<file path="config.mk">
export PLATFORM = sky130hd
export DESIGN_NAME = sdiv_exec_unit
export DESIGN_NICKNAME = d
export VERILOG_FILES = /design/src/rtl/sdiv_pkg.sv /design/src/rtl/sdiv_decode.sv /design/src/rtl/sdiv_operand_prep.sv /design/src/rtl/sdiv_iter_core.sv /design/src/rtl/sdiv_exec_unit.sv
export SDC_FILE = /design/constraint.sdc
export NUM_CORES = 1
export LEC_CHECK = 0
export BUFFER_PORTS_ARGS = -buffer_cell sky130_fd_sc_hd__buf_2
export CAP_MARGIN = 20
export CORE_ASPECT_RATIO = 0.6
export CORE_UTILIZATION = 35
export DETAILED_ROUTE_END_ITERATION = 10
export GPL_ROUTABILITY_DRIVEN = 1
export PLACE_DENSITY = 0.57
export SYNTH_ARGS = -nofsm -noshare
export SYNTH_HDL_FRONTEND = slang
export SYNTH_SLANG_ARGS = --single-unit
</file>
<file path="constraint.sdc">
create_clock -name clk -period 4.8 [get_ports clk]
set_input_delay 0.96 -clock clk [delete_from_list [all_inputs] [get_ports clk]]
set_output_delay 0.96 -clock clk [all_outputs]
set_load 0.02 [all_outputs]
</file>
<file path="src/rtl/sdiv_pkg.sv">
package sdiv_pkg;
  localparam int XLEN = 32;
  localparam int RIDX = 5;
  localparam logic [5:0] OPC_RTYPE = 6'h3a;
  localparam logic [5:0] OPX_SDIV  = 6'h25;

  typedef struct packed {
    logic [XLEN-1:0] rem;
    logic            qbit;
  } step_t;

  // two's-complement magnitude of a signed word
  function automatic logic [XLEN-1:0] mag_of(input logic [XLEN-1:0] v);
    return v[XLEN-1] ? (~v + 1'b1) : v;
  endfunction

  // one restoring step: shift in next dividend bit, try subtracting
  function automatic step_t div_step(input logic [XLEN-1:0] rem,
                                     input logic            nbit,
                                     input logic [XLEN-1:0] dvs);
    logic [XLEN:0] shifted;
    logic [XLEN:0] diff;
    step_t r;
    shifted = {rem, nbit};
    diff    = shifted - {1'b0, dvs};
    if (!diff[XLEN]) begin
      r.rem  = diff[XLEN-1:0];
      r.qbit = 1'b1;
    end else begin
      r.rem  = shifted[XLEN-1:0];
      r.qbit = 1'b0;
    end
    return r;
  endfunction

  // final sign correction and divide-by-zero substitution
  function automatic logic [XLEN-1:0] finish_q(input logic [XLEN-1:0] qmag,
                                               input logic            neg,
                                               input logic            zdiv);
    if (zdiv) return '1;
    return neg ? (~qmag + 1'b1) : qmag;
  endfunction
endpackage

</file>
<file path="src/rtl/sdiv_decode.sv">
module sdiv_decode
  import sdiv_pkg::*;
(
  input  logic [XLEN-1:0] instr_i,
  output logic            match_o,
  output logic [RIDX-1:0] rdst_o
);
  logic [5:0] op_w;
  logic [5:0] opx_w;
  logic       unused_fields;

  assign op_w   = instr_i[5:0];
  assign opx_w  = instr_i[16:11];
  assign rdst_o = instr_i[21:17];
  assign match_o = (op_w == OPC_RTYPE) && (opx_w == OPX_SDIV);
  // source indices and the spare field are consumed by the register file
  assign unused_fields = ^{instr_i[31:22], instr_i[10:6]};
endmodule

</file>
<file path="src/rtl/sdiv_operand_prep.sv">
module sdiv_operand_prep
  import sdiv_pkg::*;
(
  input  logic [XLEN-1:0] opa_i,
  input  logic [XLEN-1:0] opb_i,
  output logic [XLEN-1:0] dvd_mag_o,
  output logic [XLEN-1:0] dvs_mag_o,
  output logic            neg_o,
  output logic            zero_o
);
  assign dvd_mag_o = mag_of(opa_i);
  assign dvs_mag_o = mag_of(opb_i);
  assign neg_o     = opa_i[XLEN-1] ^ opb_i[XLEN-1];
  assign zero_o    = (opb_i == '0);
endmodule

</file>
<file path="src/rtl/sdiv_iter_core.sv">
module sdiv_iter_core
  import sdiv_pkg::*;
#(
  parameter int W = XLEN,
  localparam int CW = $clog2(W)
) (
  input  logic         clk,
  input  logic         rst_n,
  input  logic         load_i,
  input  logic [W-1:0] dvd_mag_i,
  input  logic [W-1:0] dvs_mag_i,
  input  logic         neg_i,
  input  logic         zero_i,
  output logic         busy_o,
  output logic         fin_o,
  output logic [W-1:0] quot_o
);
  logic [W-1:0]  rem_q, dvd_q, dvs_q;
  logic [CW-1:0] cnt_q;
  logic          busy_q, fin_q, neg_q, zero_q;
  logic [W-1:0]  quot_q;
  step_t         step_w;
  logic          last_w;
  logic [W-1:0]  qmag_w;

  assign step_w = div_step(rem_q, dvd_q[W-1], dvs_q);
  assign last_w = busy_q && (cnt_q == CW'(W-1));
  assign qmag_w = {dvd_q[W-2:0], step_w.qbit};

  always_ff @(posedge clk or negedge rst_n) begin
    if (!rst_n) begin
      rem_q  <= '0;
      dvd_q  <= '0;
      dvs_q  <= '0;
      cnt_q  <= '0;
      busy_q <= 1'b0;
      fin_q  <= 1'b0;
      neg_q  <= 1'b0;
      zero_q <= 1'b0;
      quot_q <= '0;
    end else begin
      fin_q <= 1'b0;
      if (load_i) begin
        rem_q  <= '0;
        dvd_q  <= dvd_mag_i;
        dvs_q  <= dvs_mag_i;
        neg_q  <= neg_i;
        zero_q <= zero_i;
        cnt_q  <= '0;
        busy_q <= 1'b1;
      end else if (busy_q) begin
        rem_q <= step_w.rem;
        dvd_q <= qmag_w;
        cnt_q <= cnt_q + 1'b1;
        if (last_w) begin
          busy_q <= 1'b0;
          fin_q  <= 1'b1;
          quot_q <= finish_q(qmag_w, neg_q, zero_q);
        end
      end
    end
  end

  assign busy_o = busy_q;
  assign fin_o  = fin_q;
  assign quot_o = quot_q;


  fin_pulse_chk: assert property (@(posedge clk) disable iff (!rst_n)
    fin_q |=> !fin_q);

  fin_after_busy_chk: assert property (@(posedge clk) disable iff (!rst_n)
    $rose(fin_q) |-> !busy_q && $past(busy_q));

  dvs_hold_chk: assert property (@(posedge clk) disable iff (!rst_n)
    busy_q |=> $stable(dvs_q) && $stable(neg_q));

  zero_res_chk: assert property (@(posedge clk) disable iff (!rst_n)
    (fin_q && zero_q) |-> (quot_q == '1));

  rem_bound_chk: assert property (@(posedge clk) disable iff (!rst_n)
    (busy_q && !zero_q && cnt_q != '0) |-> (rem_q < dvs_q));
endmodule

</file>
<file path="src/rtl/sdiv_exec_unit.sv">
module sdiv_exec_unit
  import sdiv_pkg::*;
#(
  parameter bit DIV_EN = 1'b1
) (
  input  logic        clk,
  input  logic        rst_n,
  input  logic        start_i,
  input  logic [31:0] instr_i,
  input  logic [31:0] opa_i,
  input  logic [31:0] opb_i,
  output logic [4:0]  dest_o,
  output logic [31:0] quot_o,
  output logic        done_o,
  output logic        unimpl_o
);
  logic            match_w;
  logic [RIDX-1:0] rdst_w;
  logic [XLEN-1:0] dvd_mag_w, dvs_mag_w;
  logic            neg_w, zero_w;
  logic            busy_w, fin_w;
  logic [XLEN-1:0] core_q_w;
  logic            accept_w, launch_w, trap_w;
  logic [RIDX-1:0] dest_q;
  logic            trap_q;

  sdiv_decode u_dec (
    .instr_i (instr_i),
    .match_o (match_w),
    .rdst_o  (rdst_w)
  );

  sdiv_operand_prep u_prep (
    .opa_i     (opa_i),
    .opb_i     (opb_i),
    .dvd_mag_o (dvd_mag_w),
    .dvs_mag_o (dvs_mag_w),
    .neg_o     (neg_w),
    .zero_o    (zero_w)
  );

  assign accept_w = start_i && match_w && !busy_w;

  generate
    if (DIV_EN) begin : g_impl
      assign launch_w = accept_w;
      assign trap_w   = 1'b0;
    end else begin : g_noimpl
      assign launch_w = 1'b0;
      assign trap_w   = accept_w;
    end
  endgenerate

  sdiv_iter_core #(.W(XLEN)) u_core (
    .clk       (clk),
    .rst_n     (rst_n),
    .load_i    (launch_w),
    .dvd_mag_i (dvd_mag_w),
    .dvs_mag_i (dvs_mag_w),
    .neg_i     (neg_w),
    .zero_i    (zero_w),
    .busy_o    (busy_w),
    .fin_o     (fin_w),
    .quot_o    (core_q_w)
  );

  always_ff @(posedge clk or negedge rst_n) begin
    if (!rst_n) begin
      dest_q <= '0;
      trap_q <= 1'b0;
    end else begin
      trap_q <= trap_w;
      if (accept_w) dest_q <= rdst_w;
    end
  end

  assign dest_o   = dest_q;
  assign quot_o   = core_q_w;
  assign done_o   = fin_w;
  assign unimpl_o = trap_q;


  trap_pulse_chk: assert property (@(posedge clk) disable iff (!rst_n)
    unimpl_o |=> !unimpl_o);

  no_trap_when_impl_chk: assert property (@(posedge clk) disable iff (!rst_n)
    DIV_EN |-> !unimpl_o);

  done_excl_chk: assert property (@(posedge clk) disable iff (!rst_n)
    !(done_o && unimpl_o));

  dest_hold_chk: assert property (@(posedge clk) disable iff (!rst_n)
    (busy_w && !launch_w) |=> $stable(dest_o));

  launch_needs_match_chk: assert property (@(posedge clk) disable iff (!rst_n)
    launch_w |-> (instr_i[5:0] == 6'h3a) && (instr_i[16:11] == 6'h25));
endmodule

</file>
# Yosys cells after proc, flatten, opt, wreduce, memory -nomap -nowiden
# Index checks and enable logic that the tools add are counted.
totals:
  register_bits: 142
  inputBits: 99
  output_inout_bits: 39
  elab_cells: 53
op_classes:
  add_sub_neg: 5
  n_eq_ne: 3
  n_mux: 22
  bitwise: 5
  n_reduce_logical: 8
op_table:
  columns: ["operator", "n"]
  rows:
  - ["$mux W32", 9]
  - ["$add A32 B1 Y32 const B", 3]
  - ["$not A32 Y32", 3]
  - ["$mux W33", 1]
  - ["$sub A33 B32 Y33", 1]
  - ["$logic_not A32 Y1", 1]
  - ["$eq A6 B6 Y1 const B", 2]
  - ["$mux W1", 10]
  - ["$mux W5", 2]
  - ["$add A5 B1 Y5 const B", 1]
  - ["$eq A5 B5 Y1 const B", 1]
  - ["$logic_and A1 B1 Y1", 4]
  - ["$reduce_and A3 Y1", 1]
  - ["$reduce_bool A2 Y1", 1]
  - ["$logic_not A1 Y1", 1]
  - ["$not A1 Y1", 1]
  - ["$xor A1 B1 Y1", 1]

# Longest topological paths before layout
# Gate-level depths: netlist (run 1).
logic_depth:
  depth_word: 6
  depth_mapped: 20
  mapped_depth_nobuf: 18

# Modules after synthesis
# A second synthesis (run 1) with hierarchy kept.
hier_totals:
  cells_unflattened: 1179
  hier_area_um2: 10119.7
by_module_without_submodules:
  columns: ["mod", "instances", "cells_each", "area_per_inst_um2", "seq_area_each_um2"]
  rows:
  - ["sdiv_iter_core", 1, 951, 8284.2, 3428.3]
  - ["sdiv_operand_prep", 1, 205, 1521.5, 0.0]
  - ["sdiv_exec_unit", 1, 14, 235.2, 125.1]
  - ["sdiv_decode", 1, 9, 78.8, 0.0]

# Worst setup path before layout (run 1)
# OpenSTA, ideal clock, no wires.
synth_timing:
  kind: "register -> register"
  start: "register u_core.dvs_q[0]"
  end: "register u_core.quot_q[28], in the netlist u_core.quot_o[28]"
  setup_time_ns: 0.137
  t_arrival_ns: 4.805
  required_time_ns: 4.663
  path_slack_ns: -0.142
  stages_incl_launch_ff: 20
  path_buffers: 2
  synth_period_minus_slack_ns: 4.942
  path_cell_list: "dfrtp_1 -> ha_1 -> fa_1 -> nand2b_1 -> a21oi_1 -> o2111ai_1 -> a2111oi_0 -> o21a_1 -> o21ai_0 -> and3_1 -> buf_2 -> clkinv_1 -> clkbuf_1 -> ha_1 -> nand3_2 -> or2_2 -> or4_1 -> o41ai_1 -> xor2_1 -> a21oi_1"
synth_between:
  elab_chain_len: 6
synth_lines:
  columns: ["item", "line_no", "text"]
  rows:
  - ["start: declaration", "sdiv_iter_core.sv:18", "logic [W-1:0] rem_q, dvd_q, dvs_q;"]
  - ["start signal: assignment", "sdiv_iter_core.sv:46", "dvs_q <= dvs_mag_i;"]
  - ["$sub A33 B32 Y33", "sdiv_pkg.sv:25", "diff = shifted - {1'b0, dvs};"]
  - ["$mux W33", "sdiv_pkg.sv:26", "if (!diff[XLEN]) begin"]
  - ["$not A32 Y32", "sdiv_pkg.sv:41", "return neg ? (~qmag + 1'b1) : qmag;"]
  - ["$add A32 B1 Y32", "sdiv_pkg.sv:41", null]
  - ["$mux W32 (2 in a row)", "sdiv_pkg.sv:41", null]
  - ["end signal: assignment", "sdiv_iter_core.sv:58", "quot_q <= finish_q(qmag_w, neg_q, zero_q);"]
  - ["end: declaration", "sdiv_iter_core.sv:21", "logic [W-1:0] quot_q;"]
# Every way passes these cells.
# A chain may end at the register's enable or synchronous reset.

# Worst setup path in the final report (run 1)
# Same ends and word-level chain as after synthesis.

==> out/qor.txt, run 1 <==
DRC Markers: 0
FMAX: 0.223 GHz
Clock buffer count from CTS: 17
Total negative slack: 0 ns
Seq/Total Area, Yosys: 36.4%
Full die area: 0.0286 mm2
Setup bufs post-CTS: 0
Cell variety after synth: 66
Final Util: 42.0%
Worst skew pair latency: 0.44 ns
Synthesis-stage register bit count: 142
Pwr Density: 354 mW/mm2
Commonest non-fill, non-tap cells in the layout: nand2_1, dfrtp_1, buf_2
First-pass GRT wire length: 44.9 mm
Grt ovf: 0
Clk sink count: 142
Initial core utilization: 36.3%
Fraction of layout cells with a size suffix above 1: 17.0%
Number of flops mapped to enable cells by yosys: 0
RePlAce Congestion: 0.875
Clk network pwr share: 33.1%
Fin. Hold Viols: 0
Worst vdd ir: 0.177 mV
Antenna diodes: 0
Comb pwr share: 29.3%
Post_cts resized: 0
Total number of vias: 8805
Overall Power: 4.01 mW
Syn Inst Count: 1167
Vias/cell: 5.41
Clock-pin slew on the worst setup and hold paths: 0.06 ns
Mapped cell area: 0.00977 mm2
Critical path capture point type: flop
WP depth: 17
Largest net degree at the start of global routing: 88
Critical path, cell by cell: ha_1, fa_1, nand2b_1, a21oi_2, o2111ai_1, a2111oi_4, o21a_1, o21ai_0, and3_1, clkinv_1, ha_1, nand3_2, or2_2, or4_1, o41ai_2, xor2_1, a21oi_1
Max Clock Skew: 0.00673 ns
I/O Buffers: 121
WL final: 28.2 mm
Hold Crit Class: reg2reg
Most common cell after layout, fill and taps aside: nand2_1
Synthesized area per cell: 8.37 um2
CP Capture Point: u_core.quot_o[28]$_DFFE_PN0P_
Synth Warn #: 0
Synth Net Count: 1304
Worst-Margin Slew: 0.965 ns
Hold_buf cts: 0
H-tree levels: 4
CTS tree: done
Gr usage total: 20.0%
Family with the most delay on the worst path: compound AO/OA/AOI/OAI gates
WP data arrival: 4.80 ns
R2R Setup Slk: 0.31 ns
Outcome: finished clean
Net Sw Power: 1.38 mW
First drt pass iteration count: 5
Pins Over Slew Limit: 0
Dpl ws: 0.142 ns
Post-layout min period: 4.49 ns
Crit path max fanout: 4
WL per Instance: 17.3 um
Initial drt markers: 698
FF-to-FF End: u_core.quot_o[28]$_DFFE_PN0P_
Nets@finish: 1392
Non-Filler Instances: 1628
Reg power frac: 37.6%
Share of the synthesized area in the top cell type: 36.4%
Ys flop type: dfrtp_1
Multi-input logic area: 0.00580 mm2
Clock Path Buffers: 2
Yosys top cell by area: dfrtp_1
Most frequent CP cell: ha_1
Post-synth ARST share: 100%
Cell internal pwr: 2.63 mW
Die X: 218 um
WP data required: 5.11 ns
Reg2Reg Depth: 17
Area Growth Syn to Fin: 15.9%
Area contributors post-synth: dfrtp_1, xor2_1, nand2_1
Crit share post-route: 93.5%
Crit path largest cell delay: 0.49 ns
FF/Latch Area: 0.00355 mm2
IO Pins: 138
Final setup viols: 0
Maxcap violations: 0
Initial antenna violation count: 0
Final worst setup slack: 0.310 ns
Critical path startpoint category: flop
Critical path type: reg2reg
Switch share: 34.4%
CP Buf/Inv Count: 1
Vias in the first global route: 8051
Leak pwr: 5.02 nW
Slowest cell on the critical path: or4_1
Die Ht: 131 um
Worst r2r src: u_core.dvs_q[0]$_DFFE_PN0P_
Site Rows: 46
Critical Path Start: u_core.dvs_q[0]$_DFFE_PN0P_
Core Area: 0.0269 mm2
Filler cell count: 2750
Worst slew margin: 35.6%
Root Buffer: clkbuf_16
Placed cell count: 1596
ANT nets after route: 0
DP Wirelength: 20.5 mm
==> tightest hold or removal path, stage by stage, from the launching register on <==
cell,delay (ns)
dfrtp_1,0.34
nand2_1,0.05
o21ai_0,0.06
==> per-layer routing <==
layer | vias to the layer above | part of all wire, % | global-route usage [%]
met5 | - | 0 | 0
met1 | 4155 | 54 | 32.9
li1 | 4340 | - | -
met3 | 16 | 7.5 | 5.21
met4 | 0 | 1.0 | 4.78
met2 | 294 | 37 | 24.8
==> kinds of logic after synthesis <==
| logic type | after synthesis | share of synthesized area, % |
|---|---|---|
| adder cells (fa/ha/maj) | 38 | 4.94 |
| multiplexers | 40 | 4.42 |
| buffers and inverters | 117 | 4.62 |
| other | 1 | 0.0384 |
| flip-flops | 142 | 36.4 |
| AND/OR/NAND/NOR | 390 | 19.0 |
| AO/OA/AOI/OAI | 337 | 21.5 |
| XOR/XNOR | 102 | 9.14 |
==> how the worst min path moves through the flow <==
| stage | from | to | depth (start not counted) |
|---|---|---|---|
| 2_1_floorplan | u_core.dvs_q[31]$_DFFE_PN0P_ | u_core.dvs_q[31]$_DFFE_PN0P_ | 2 |
| 3_3_place_gp | u_core.dvs_q[22]$_DFFE_PN0P_ | u_core.dvs_q[22]$_DFFE_PN0P_ | 2 |
| 3_5_place_dp | u_core.dvs_q[29]$_DFFE_PN0P_ | u_core.dvs_q[29]$_DFFE_PN0P_ | 2 |
| 4_1_cts | u_core.dvs_q[29]$_DFFE_PN0P_ | u_core.dvs_q[29]$_DFFE_PN0P_ | 2 |
| 5_1_grt | u_core.dvs_q[29]$_DFFE_PN0P_ | u_core.dvs_q[29]$_DFFE_PN0P_ | 2 |
| 6_report | u_core.dvs_q[24]$_DFFE_PN0P_ | u_core.dvs_q[24]$_DFFE_PN0P_ | 2 |
==> metrics by stage <==
step / hold WS, ns / cell area, um2
finish: 0.479 / 11300
global route: 0.503 / 11300
CTS: 0.484 / 11300
detailed placement: 0.470 / 10700
global placement: 0.466 / 10700
floorplan: 0.449 / 9780
==> cells in the mapped netlist, types with 21 or more instances <==
cell,n
o21ai_0,112
ha_1,37
nor3_1,22
o31ai_1,28
nor2_1,93
a22o_1,22
nand2_1,151
xnor2_1,21
inv_1,47
a21oi_1,89
xor2_1,81
clkbuf_1,57
dfrtp_1,142
mux2_2,25
==> power by group through the flow <==
| stage | clock [mW] | combinational (mW) | sequential [mW] |
|---|---|---|---|
| 2_1_floorplan | 0 | 0.793 | 1.49 |
| 3_3_place_gp | 0 | 1.14 | 1.52 |
| 3_5_place_dp | 0 | 1.16 | 1.52 |
| 4_1_cts | 1.36 | 1.17 | 1.50 |
| 5_1_grt | 1.42 | 1.30 | 1.52 |
| 6_report | 1.33 | 1.18 | 1.51 |
==> state kept, by name, indices dropped and copies added, names as in the netlist <==
| signal | cells |
|---|---|
| dest_o | 5 |
| u_core.busy_o | 1 |
| u_core.cnt_q | 5 |
| u_core.dvd_q | 32 |
| u_core.dvs_q | 32 |
| u_core.fin_o | 1 |
| u_core.neg_q | 1 |
| u_core.quot_o | 32 |
| u_core.rem_q | 32 |
| u_core.zero_q | 1 |
==> cell type report <==
cell class | instances | area share (%)
Timing Repair Buffer | 137 | 6.57
Clock inverter | 10 | 0.994
Clock buffer | 22 | 4.19
Multi-Input combinational cell | 908 | 51.2
Tap cell | 360 | 3.98
Inverter | 49 | 1.62
Sequential cell | 142 | 31.4
Power figures use the tool's default switching activity.
==> run 2, diff against run 1 <==
- CORE_ASPECT_RATIO: 0.6 -> default
- CTS_BUF_LIST: default -> sky130_fd_sc_hd__clkbuf_2 sky130_fd_sc_hd__clkbuf_4 sky130_fd_sc_hd__clkbuf_8
==> run 2 against run 1 <==
  * Worst hold slack improved by 0.011 ns
  * Register-to-register slack got worse by 0.03 ns
  * Core utilization fell by 0.97 points
  * Sequential cell count did not move
  * Critical endpoint is now u_core.quot_o[30]$_DFFE_PN0P_
==> out/qor.txt, run 2 (synthesized netlist as in run 1, its figures left out) <==
Outcome: finished clean
Vias/cell: 5.24
Clock Path Buffers: 2
Nets@finish: 1394
Final worst setup slack: 0.279 ns
I/O Buffers: 121
Setup bufs post-CTS: 0
Final Util: 41.1%
Post-layout min period: 4.52 ns
Die X: 169 um
Placed cell count: 1610
RePlAce Congestion: 0.836
Critical path capture point type: flop
CTS tree: done
Antenna diodes: 0
Clk sink count: 142
Fraction of layout cells with a size suffix above 1: 17.4%
Worst slew margin: 40.5%
Pins Over Slew Limit: 0
Placed Area: 0.0107 mm2
First drt pass iteration count: 5
ANT nets after route: 0
Clock buffer count from CTS: 17
Switch share: 37.6%
WL per Instance: 15.5 um
Largest net degree at the start of global routing: 94
Total number of vias: 8598
Net Sw Power: 1.36 mW
Hold Crit Class: reg2reg
Clock-pin slew on the worst setup and hold paths: 0.10 ns
Pwr Density: 325 mW/mm2
Worst vdd ir: 0.155 mV
Clk network pwr share: 27.9%
Fin. Hold Viols: 0
Comb pwr share: 31.4%
Full die area: 0.0286 mm2
Root Buffer: clkbuf_8
Critical path type: reg2reg
IO Pins: 138
Worst-Margin Slew: 0.893 ns
WP data arrival: 4.85 ns
Maxcap violations: 0
Critical path startpoint category: flop
First-pass GRT wire length: 42.6 mm
Initial drt markers: 547
Gr usage total: 18.5%
Initial antenna violation count: 1
Fin Hold WS: 0.490 ns
Filler cell count: 2843
Crit share post-route: 94.2%
Grt ovf: 0
WP data required: 5.13 ns
Initial core utilization: 36.0%
FMAX: 0.221 GHz
Reg power frac: 40.7%
Commonest non-fill, non-tap cells in the layout: nand2_1, dfrtp_1, buf_2
Worst skew pair latency: 0.48 ns
Non-Filler Instances: 1642
Area Growth Syn to Fin: 14.2%
Leak pwr: 4.94 nW
Crit path max fanout: 4
Die Ht: 169 um
WL final: 25.4 mm
Dpl ws: 0.142 ns
DP Wirelength: 18.0 mm
Core Area: 0.0272 mm2
Most common cell after layout, fill and taps aside: nand2_1
Site Rows: 60
Cell internal pwr: 2.26 mW
Final setup viols: 0
Max Clock Skew: 0.0245 ns
Fin area: 0.0112 mm2
DRC Markers: 0
Vias in the first global route: 8325
H-tree levels: 4
run 2: cell count changes in the layout (fill, tap and decap cells not counted), moves of 3 or more:
| cell | change |
|---|---|
| buf_4 | +3 |
| clkbuf_16 | -17 |
| clkbuf_8 | +14 |
| clkinv_2 | -4 |
| inv_6 | +5 |
| inv_8 | +6 |
run 2: area by class of cell:
type	count	area (um2)	area share [%]
clock buffers	17	234	2.10
clock inverters	15	165	1.48
inverters	49	184	1.65
multi-input cells	908	5810	52.1
flip-flops and latches	142	3550	31.9
well taps	372	465	4.17
repair buffers	139	747	6.69
run 2: metal layers:
layer,global-route usage [%],up-vias,wire (um)
met5,0,-,13
met4,4.86,2,311
met3,2.95,18,925
met2,30.2,179,11700
met1,25.5,4066,12500
li1,-,4333,-
run 2: stage by stage:
step                      setup TNS (ns)  power [mW]
after floorplan                        0        2.29
after global placement                 0        2.62
after detailed placement               0        2.64
after CTS                              0        3.66
after global routing             -0.0262        3.87
final                                  0        3.63
run 2: critical path: stages, from the launching register on:
cell	delay, ns
dfrtp_1	0.39
ha_1	0.23
fa_1	0.40
nand2b_1	0.20
a21oi_2	0.25
o2111ai_2	0.22
a2111oi_4	0.48
o21a_1	0.18
o21ai_0	0.09
and3_1	0.23
clkinv_1	0.06
ha_1	0.18
nand3_2	0.11
or2_2	0.34
or4_1	0.48
o31ai_1	0.27
xor2_1	0.19
a21oi_1	0.09
run 2: worst paths after layout:
check,depth (start not counted),end,start,slack (ns)
hold / removal,2,u_core.dvs_q[14]$_DFFE_PN0P_,u_core.dvs_q[14]$_DFFE_PN0P_,0.49
setup reg to reg,17,u_core.quot_o[30]$_DFFE_PN0P_,u_core.dvs_q[0]$_DFFE_PN0P_,0.28
setup / recovery,17,u_core.quot_o[30]$_DFFE_PN0P_,u_core.dvs_q[0]$_DFFE_PN0P_,0.28
max in group asynchronous,2,u_core.rem_q[7]$_DFFE_PN0P_,rst_n,3.31
min in group asynchronous,1,u_core.dvd_q[17]$_DFFE_PN0P_,rst_n,0.55
hold reg to reg,2,u_core.dvs_q[14]$_DFFE_PN0P_,u_core.dvs_q[14]$_DFFE_PN0P_,0.49
run 2: power by group through the flow:
stage               combinational, mW  sequential [mW]  clock, mW
floorplan                       0.793             1.49          0
global placement                 1.13             1.49          0
detailed placement               1.14             1.50          0
CTS                              1.15             1.47       1.04
global route                     1.28             1.50       1.09
finish                           1.14             1.48       1.01
run 2: what timing repair did:
action                                  in CTS  in global routing
hold buffers                                 0                  0
endpoints found under the hold margin        0                  0
resized for setup                            0                  4
endpoints found under the setup margin       0                  3
==> run 3, diff against run 2 <==
- BUFFER_PORTS_ARGS: -buffer_cell sky130_fd_sc_hd__buf_2 -> default
- DONT_BUFFER_PORTS: default -> 1
- PLACE_DENSITY: 0.57 -> 0.53
- SKIP_LAST_GASP: default -> 1
==> run 3 against run 2 <==
  * Non-clock buffer count shrank 122
  * Cell area fell by 5.7%
  * Global-route usage decreased by 0.69 points
  * Clock-buffer cell count grew 2
==> out/qor.txt, run 3 (synthesized netlist as in run 1, its figures left out) <==
Outcome: finished clean
Largest net degree at the start of global routing: 143
Crit path largest cell delay: 0.49 ns
Crit path max fanout: 4
Full die area: 0.0286 mm2
FMAX: 0.222 GHz
Clock Path Buffers: 2
RSZ-0062 raised after global routing: false
Leak pwr: 4.39 nW
Fin. Hold Viols: 0
Final worst setup slack: 0.298 ns
Nets@finish: 1272
Initial core utilization: 36.0%
Total negative slack: 0 ns
Clk sink count: 142
Fin area: 0.0105 mm2
WL per Instance: 16.3 um
Initial antenna violation count: 1
Family with the most delay on the worst path: compound AO/OA/AOI/OAI gates
Pwr Density: 333 mW/mm2
Fraction of layout cells with a size suffix above 1: 8.45%
DRC Markers: 0
Placed cell count: 1488
Commonest non-fill, non-tap cells in the layout: nand2_1, dfrtp_1, o21ai_0
First-pass GRT wire length: 40.7 mm
WP data required: 5.14 ns
Critical path, cell by cell: ha_1, fa_1, nand2b_1, a21oi_2, o2111ai_1, a2111oi_2, o21a_1, o21ai_0, and3_1, clkinv_1, ha_1, nand3_2, or2_2, or4_1, o41ai_1, xor2_1, a21oi_1
Reg2Reg Depth: 17
Die Ht: 169 um
Hold Crit Class: in2async
Vias/cell: 5.35
Worst r2r src: u_core.dvs_q[0]$_DFFE_PN0P_
Critical path startpoint category: flop
H-tree levels: 4
Non-Filler Instances: 1520
Critical path type: reg2reg
RePlAce Congestion: 0.828
Critical path capture point type: flop
Crit share post-route: 93.8%
CP Buf/Inv Count: 1
Most common cell after layout, fill and taps aside: nand2_1
Multi-input logic area: 0.00578 mm2
Root Buffer: clkbuf_8
ANT nets after route: 0
Site Rows: 60
Final Util: 38.7%
Worst slew margin: 36.7%
Final setup viols: 0
Post-layout min period: 4.50 ns
IO Pins: 138
Worst vdd ir: 0.149 mV
Antenna diodes: 0
DP Wirelength: 17.6 mm
WP data arrival: 4.84 ns
Most frequent CP cell: ha_1
Filler cell count: 2826
Worst-Margin Slew: 0.947 ns
I/O Buffers: 0
WL final: 24.8 mm
WP depth: 17
Core Area: 0.0272 mm2
Placed Area: 0.0101 mm2
Dpl ws: 0.166 ns
Worst skew pair latency: 0.46 ns
Die X: 169 um
Slowest cell on the critical path: or4_1
Gr usage total: 17.9%
First drt pass iteration count: 5
Max Clock Skew: 0.0234 ns
Critical Path Start: u_core.dvs_q[0]$_DFFE_PN0P_
Maxcap violations: 0
Vias in the first global route: 7851
FF/Latch Area: 0.00355 mm2
Clock-pin slew on the worst setup and hold paths: 0.10 ns
CTS tree: done
Area Growth Syn to Fin: 7.67%
Pins Over Slew Limit: 0
Clock buffer count from CTS: 17
Initial drt markers: 499
Total number of vias: 8129
Grt ovf: 0
[run 3: routing by layer]
layer | track usage, % | wire length, um | up-vias
met2 | 28.7 | 11300 | 165
li1 | - | - | 4090
met1 | 24.6 | 12000 | 3853
met3 | 3.58 | 1170 | 21
met4 | 4.31 | 293 | 0
met5 | 0 | 0 | -
[run 3: cell type report]
type | instances | share of cell area [%]
Clock inverter | 13 | 1.45
Clock buffer | 19 | 2.43
Inverter | 49 | 1.75
Sequential cell | 142 | 33.8
Multi-Input combinational cell | 908 | 55.0
Tap cell | 372 | 4.42
Timing Repair Buffer | 17 | 1.21
[run 3: repair_timing]
action | in CTS | in global routing
endpoints found under the setup margin | 0 | 3
resized for setup | 0 | 1
hold buffers | 0 | 0
setup buffers | 0 | 0
[run 3: final timing paths]
| check | end | slack (ns) |
|---|---|---|
| worst max register to register | u_core.quot_o[28]$_DFFE_PN0P_ | 0.30 |
| max in group asynchronous | u_core.dvs_q[22]$_DFFE_PN0P_ | 4.33 |
| worst max-delay path | u_core.quot_o[28]$_DFFE_PN0P_ | 0.30 |
| worst min-delay path | u_core.dvd_q[16]$_DFFE_PN0P_ | 0.18 |
| worst min register to register | u_core.dvs_q[18]$_DFFE_PN0P_ | 0.48 |
| min in group clk | u_core.dvs_q[18]$_DFFE_PN0P_ | 0.48 |
[run 3: per-stage QoR]
step	hold slack [ns]	power, mW
floorplan	0.449	2.29
global placement	0.462	2.50
detailed placement	0.470	2.51
CTS	0.138	3.55
global route	0.135	3.74
finish	0.178	3.50
[run 3: report_power, final]
part           internal, mW  total, mW  switching, mW
sequential             1.32       1.54          0.220
combinational         0.444      0.939          0.494
clock                 0.492       1.02          0.527
total                  2.26       3.50           1.24
